--- config.mk ---
export PLATFORM = sky130hd
export DESIGN_NAME = steerRegBank
export DESIGN_NICKNAME = d
export VERILOG_FILES = /design/src/rtl/steer_pkg.sv /design/src/rtl/steerCtrl.sv /design/src/rtl/steerData.sv /design/src/rtl/steerRegBank.sv
export SDC_FILE = /design/constraint.sdc
export NUM_CORES = 2
export LEC_CHECK = 0
export BUFFER_PORTS_ARGS = -buffer_cell sky130_fd_sc_hd__buf_4
export CORE_ASPECT_RATIO = 1.1
export CORE_MARGIN = 4
export CORE_UTILIZATION = 60
export DETAILED_ROUTE_END_ITERATION = 8
export GPL_TIMING_DRIVEN = 0
export PLACE_DENSITY = 0.73
export SYNTH_ARGS = -nofsm -noshare
export SYNTH_HDL_FRONTEND = slang
export SYNTH_SLANG_ARGS = --single-unit
--- constraint.sdc ---
create_clock -name clk -period 8.75 [get_ports clk]
set_input_delay 1.3125 -clock clk [delete_from_list [all_inputs] [get_ports clk]]
set_output_delay 1.3125 -clock clk [all_outputs]
set_load 0.01 [all_outputs]
--- src/rtl/steer_pkg.sv ---
package steer_pkg;
  localparam int FIELD_W     = 4;
  localparam int GRP_LSB     = 8;
  localparam int INST_LSB    = 0;
  localparam int REG_IDX_W   = 4;

  typedef struct packed {
    logic                 selWr;
    logic                 selRd;
    logic                 regWr;
    logic                 regRd;
    logic [REG_IDX_W-1:0] regIdx;
  } ctlStrobe_t;
endpackage

--- src/rtl/steerCtrl.sv ---
module steerCtrl
  import steer_pkg::*;
#(
  parameter int ADDR_W     = 8,
  parameter int NUM_REGS   = 2,
  parameter int SEL_ADDR   = 0,
  parameter int REG_BASE   = 16,
  parameter int REG_STRIDE = 4
) (
  input  logic              clk,
  input  logic              rstN,
  input  logic              busValid,
  input  logic              busWrite,
  input  logic [ADDR_W-1:0] busAddr,
  output ctlStrobe_t        strobe,
  output logic              rdValid
);
  always_comb begin
    strobe = '0;
    if (busValid) begin
      if (busAddr == ADDR_W'(SEL_ADDR)) begin
        strobe.selWr = busWrite;
        strobe.selRd = !busWrite;
      end
      for (int k = 0; k < NUM_REGS; k++) begin
        if (busAddr == ADDR_W'(REG_BASE + k * REG_STRIDE)) begin
          strobe.regWr  = busWrite;
          strobe.regRd  = !busWrite;
          strobe.regIdx = REG_IDX_W'(k);
        end
      end
    end
  end

  always_ff @(posedge clk) begin
    if (!rstN) rdValid <= 1'b0;
    else       rdValid <= busValid && !busWrite;
  end
endmodule

--- src/rtl/steerData.sv ---
module steerData
  import steer_pkg::*;
#(
  parameter int NUM_GROUPS = 4,
  parameter int NUM_INST   = 4,
  parameter int DATA_W     = 32,
  parameter int NUM_REGS   = 2,
  localparam int NUM_UNITS = NUM_GROUPS * NUM_INST,
  localparam int UNIT_W    = (NUM_UNITS > 1) ? $clog2(NUM_UNITS) : 1,
  localparam int REG_W     = (NUM_REGS > 1) ? $clog2(NUM_REGS) : 1
) (
  input  logic                 clk,
  input  logic                 rstN,
  input  ctlStrobe_t           strobe,
  input  logic [DATA_W-1:0]    wrData,
  input  logic [NUM_UNITS-1:0] presentMask,
  input  logic [NUM_UNITS-1:0] poweredMask,
  output logic [DATA_W-1:0]    rdData,
  output logic [DATA_W-1:0]    selQ
);
  localparam int MC_BIT = DATA_W - 1;
  localparam logic [DATA_W-1:0] SEL_KEEP =
    (DATA_W'(1) << MC_BIT) |
    (DATA_W'((1 << FIELD_W) - 1) << GRP_LSB) |
    (DATA_W'((1 << FIELD_W) - 1) << INST_LSB);
  localparam logic [DATA_W-1:0] SEL_RESET = (DATA_W'(1) << MC_BIT) | DATA_W'(1);

  logic [NUM_UNITS-1:0] liveVec;
  logic [FIELD_W-1:0]   selGroup;
  logic [FIELD_W-1:0]   selInst;
  logic [2*FIELD_W-1:0] unitWide;
  logic [UNIT_W-1:0]    selUnit;
  logic                 inRange;
  logic                 selLive;
  logic                 mcast;
  logic [DATA_W-1:0]    store [NUM_REGS][NUM_UNITS];
  logic [DATA_W-1:0]    rdNext;

  assign liveVec  = presentMask & poweredMask;
  assign selGroup = selQ[GRP_LSB +: FIELD_W];
  assign selInst  = selQ[INST_LSB +: FIELD_W];
  assign mcast    = selQ[MC_BIT];
  assign inRange  = (32'(selGroup) < NUM_GROUPS) && (32'(selInst) < NUM_INST);
  assign unitWide = (2*FIELD_W)'(selGroup) * (2*FIELD_W)'(NUM_INST) + (2*FIELD_W)'(selInst);
  assign selUnit  = UNIT_W'(unitWide);
  assign selLive  = inRange && liveVec[selUnit];

  always_ff @(posedge clk) begin
    if (!rstN)             selQ <= SEL_RESET;
    else if (strobe.selWr) selQ <= wrData & SEL_KEEP;
  end

  for (genvar r = 0; r < NUM_REGS; r++) begin : gReg
    for (genvar u = 0; u < NUM_UNITS; u++) begin : gUnit
      logic hitMe;
      assign hitMe = strobe.regWr && (strobe.regIdx == REG_IDX_W'(r)) && liveVec[u] &&
                     (mcast || (inRange && (selUnit == UNIT_W'(u))));
      always_ff @(posedge clk) begin
        if (!rstN)      store[r][u] <= '0;
        else if (hitMe) store[r][u] <= wrData;
      end
    end
  end

  always_comb begin
    rdNext = '0;
    if (strobe.selRd)
      rdNext = selQ;
    else if (strobe.regRd && selLive)
      rdNext = store[REG_W'(strobe.regIdx)][selUnit];
  end

  always_ff @(posedge clk) begin
    if (!rstN) rdData <= '0;
    else       rdData <= rdNext;
  end
endmodule

--- src/rtl/steerRegBank.sv ---
module steerRegBank
  import steer_pkg::*;
#(
  parameter int NUM_GROUPS = 4,
  parameter int NUM_INST   = 4,
  parameter int DATA_W     = 32,
  parameter int NUM_REGS   = 2,
  parameter int ADDR_W     = 8,
  parameter int SEL_ADDR   = 0,
  parameter int REG_BASE   = 16,
  parameter int REG_STRIDE = 4,
  localparam int NUM_UNITS = NUM_GROUPS * NUM_INST
) (
  input  logic                 clk,
  input  logic                 rstN,
  input  logic                 busValid,
  input  logic                 busWrite,
  input  logic [ADDR_W-1:0]    busAddr,
  input  logic [DATA_W-1:0]    busWdata,
  output logic [DATA_W-1:0]    busRdata,
  output logic                 rdValid,
  input  logic [NUM_UNITS-1:0] presentMask,
  input  logic [NUM_UNITS-1:0] poweredMask
);
  ctlStrobe_t        strobe;
  logic [DATA_W-1:0] selQ;

  steerCtrl #(
    .ADDR_W(ADDR_W), .NUM_REGS(NUM_REGS), .SEL_ADDR(SEL_ADDR),
    .REG_BASE(REG_BASE), .REG_STRIDE(REG_STRIDE)
  ) uCtrl (
    .clk(clk), .rstN(rstN), .busValid(busValid), .busWrite(busWrite),
    .busAddr(busAddr), .strobe(strobe), .rdValid(rdValid)
  );

  steerData #(
    .NUM_GROUPS(NUM_GROUPS), .NUM_INST(NUM_INST), .DATA_W(DATA_W), .NUM_REGS(NUM_REGS)
  ) uData (
    .clk(clk), .rstN(rstN), .strobe(strobe), .wrData(busWdata),
    .presentMask(presentMask), .poweredMask(poweredMask),
    .rdData(busRdata), .selQ(selQ)
  );
endmodule

==> flow_summary.toml <==
[global_route]
antenna_found_initial = 10
gr-total-overflow = 0
grt_use_total = 0.423
grt_pass1_vias = 34179
grt_pass1_wl_mm = 254
grt_max_degree = 22

[logic_synthesis]
synthDistinctLibCells = 48
synth_area_um2 = 49100
yosys.area.top_type = "edfxtp_1"
avgSynthCellArea_um2 = 13.3
syn_nets = 3766
synth_top_area_share = 0.626
netlist_instances = 3689
ys_warn_count = 0
ys_async_sr_fraction = 0
synth_edf_count = 1024
yosysSeqAreaShare = 0.644
ys_ff_latch = 1066
ys.flop_type = "edfxtp_1"
yosys-top-cells-area = "edfxtp_1, and2_1, mux2i_1"

[die]
rows = 109
ios = 109
core_area_um2 = 80700
dieArea_um2 = 86500
die_x_um = 281
start_util = 0.608
die_height_um = 308

[power]
p_per_area_nw_per_um2 = 194
leakage_nw = 22.9
ir_drop_uv = 168
netSwitchingPower_mw = 2.46
combPwrFrac = 0.048
p_int_mw = 8.46
pwr-share-seq = 0.529
clkPwrFrac = 0.423
swShare = 0.225

[worst_hold_path]
holdCritPathClass = "flip-flop to flip-flop"
worstHoldStart = "uData.selQ[8]"

[worst_setup_path]
critPathLaunchType = "input port"
r2r_start = "uData.selQ[1]"
critPathMaxFanout = 17
critPathLaunch = "busAddr[5]"
cp.arrival_ns = 5.02
required_ns = 9.12
worstSetupPathType = "input port to flip-flop"
cp-end-kind = "flip-flop"

[outcome]
status = "finished clean"

[timing]
maxSlewHeadroom = 0.0176
worst_pin_slew_ns = 1.47
rsz0062_at_grt = "no"
fin_skew_ns = 0.0332
setup_ws_ns = 4.10
slew_violations = 0
setup_viol = 0
hold_violations = 0
post-route-period-util = 0.531
post-route-min-period_ns = 4.65
fmax_mhz = 215

[clock_tree]
cts.sink_count = 1066
cts_tree = "done"
h-tree-depth = 3
cts-root-buf = "clkbuf_16"
clk_latency_ns = 0.70
cts.repair.resized = 0
post_cts_buffers = 0
cts.clk_slew.worst_paths_ns = 0.06
cts_max_path_buffers = 3
cts_made_buffers = 106
cts-hold-fix-buffers = 0

[drt]
route.detailed.drc = 0
drt-pass1-iter-count = 6
vias_per_cell = 6.92
post_drt_wl_per_cell_um = 36.2
totalWireLength_mm = 185
drt_iter0_markers = 5990
vias = 35286
ant_nets = 0

[placement]
place_area_um2 = 52700
portBuffers = 107
pre_cts_slack_ns = 3.49
hpwl_mm = 127
gp_congestion = 0.999

[layout]
final_layout_size_suffix_gt1_frac = 0.135
syn2layout_area_growth_pct = 14.4
nNetsFinal = 4028
final_design_area_no_fill_um2 = 56200

[flow_run]
maxCapViolCount = 0
[power by group through the flow]
stage	Sequential [mW]	Clock, mW	Combinational, mW
after floorplan	5.89	0	0.192
final	5.78	4.62	0.520
after detailed placement	5.89	0	0.494
after global placement	5.93	0	0.408
after CTS	5.78	4.57	0.496
after global routing	5.79	4.78	0.523
[synth_stat cells, types with 2 or more instances]
cell      number
a31oi_1        8
buf_4          2
o21ai_0      124
buf_6          6
buf_2         59
or2_4          2
nor2_4         2
nand3_2        2
nand3_1       25
o31ai_1        8
and2_1      1026
clkbuf_2      77
or2_1          5
nor2_2        15
nand2_1      112
a32oi_1        8
o41ai_1       28
mux4_2         4
dfxtp_1       42
clkbuf_1     214
nor2_8         9
nand2b_1       3
buf_1         14
nand3b_1       2
o22ai_1      184
a21oi_1       16
nor2_1        20
mux2i_1      401
or2_2         11
or3_1          2
a41oi_1       24
edfxtp_1    1024
nor2b_1        4
inv_1          2
a211oi_1      96
and4_1        96
[kinds of logic (layout without fill, tap and decap cells)]
| group | count (synthesis) | count (layout) | share of synthesized area |
|---|---|---|---|
| AND/OR/NAND/NOR | 1342 | 1342 | 0.172 |
| flip-flops | 1066 | 1066 | 0.644 |
| AO/OA/AOI/OAI | 499 | 499 | 0.0662 |
| multiplexers | 405 | 405 | 0.0836 |
| buffers and inverters | 375 | 726 | 0.0335 |
| adder cells (fa/ha/maj) | 1 | 1 | 0.000255 |
| XOR/XNOR | 1 | 1 | 0.000459 |
| other | 0 | 7 | 0 |
[metal layers]
| metal | vias up | share of wire | track usage |
|---|---|---|---|
| met5 | - | 0.00024 | 0 |
| met4 | 6 | 0.092 | 0.312 |
| met1 | 17157 | 0.33 | 0.523 |
| met2 | 3175 | 0.44 | 0.638 |
| li1 | 14029 | - | - |
| met3 | 919 | 0.14 | 0.124 |
[through the flow]
stage                      util  hold WS (ns)  total power, mW  instances  TNS (ns)
after floorplan               -         0.448             6.08       3689         0
after global placement    0.634         0.503             6.34       4850   -256.33
after detailed placement  0.653         0.505             6.38       4897         0
after CTS                 0.696         0.520             10.8       5094         0
after global routing      0.696         0.562             11.1       5094         0
final                     0.696         0.538             10.9       5101         0
[state kept, by name, summed over array words and instances, names as in the netlist]
signal / count
uData.rdData: 32
uData.selQ: 9
uCtrl.rdValid: 1
uData.store: 1024
[worst paths after layout]
check	cells past startpoint	slack (ns)	end
worst min register to register	2	0.54	uData.selQ[8]
worst max register to register	8	4.45	uData.rdData[9]
worst max-delay path	8	4.10	uData.store[0][344]
worst min-delay path	2	0.54	uData.selQ[8]
[layout by cell type, fill, tap and decap left out, types with 24 or more instances in the layout]
cell	Yosys	routed
and2_1	1026	1026
edfxtp_1	1024	1024
mux2i_1	401	401
clkbuf_1	214	226
o22ai_1	184	184
nand2_1	112	112
buf_4	2	109
clkbuf_16	0	108
and4_1	96	96
a211oi_1	96	96
o21ai_0	124	92
clkbuf_2	77	77
buf_2	59	59
dfxtp_1	42	42
o21ai_4	0	32
clkinv_2	0	32
o41ai_1	28	28
buf_16	0	26
nand3_1	25	25
a41oi_1	24	24
[final cells by class]
cell class                 instances  area (µm²)
sequential                      1066       31600
antenna                            7        17.5
clock buffer                     121        2760
clock inverter                    76         686
inverter                           2        7.51
timing repair buffer             154        1940
buffer                           373        1640
tap                             1054        1320
multi-input combinational       2248       16200
fill                            5660       24600
[critical path: stages]
cell and delay, ns:
buf_4 0.12, nor4_4 0.69, nand2_1 0.33, or2_1 0.31, clkbuf_1 0.35, clkbuf_1 0.60
o21ai_4 0.95, buf_12 0.28
Power figures use the tool's default switching activity.
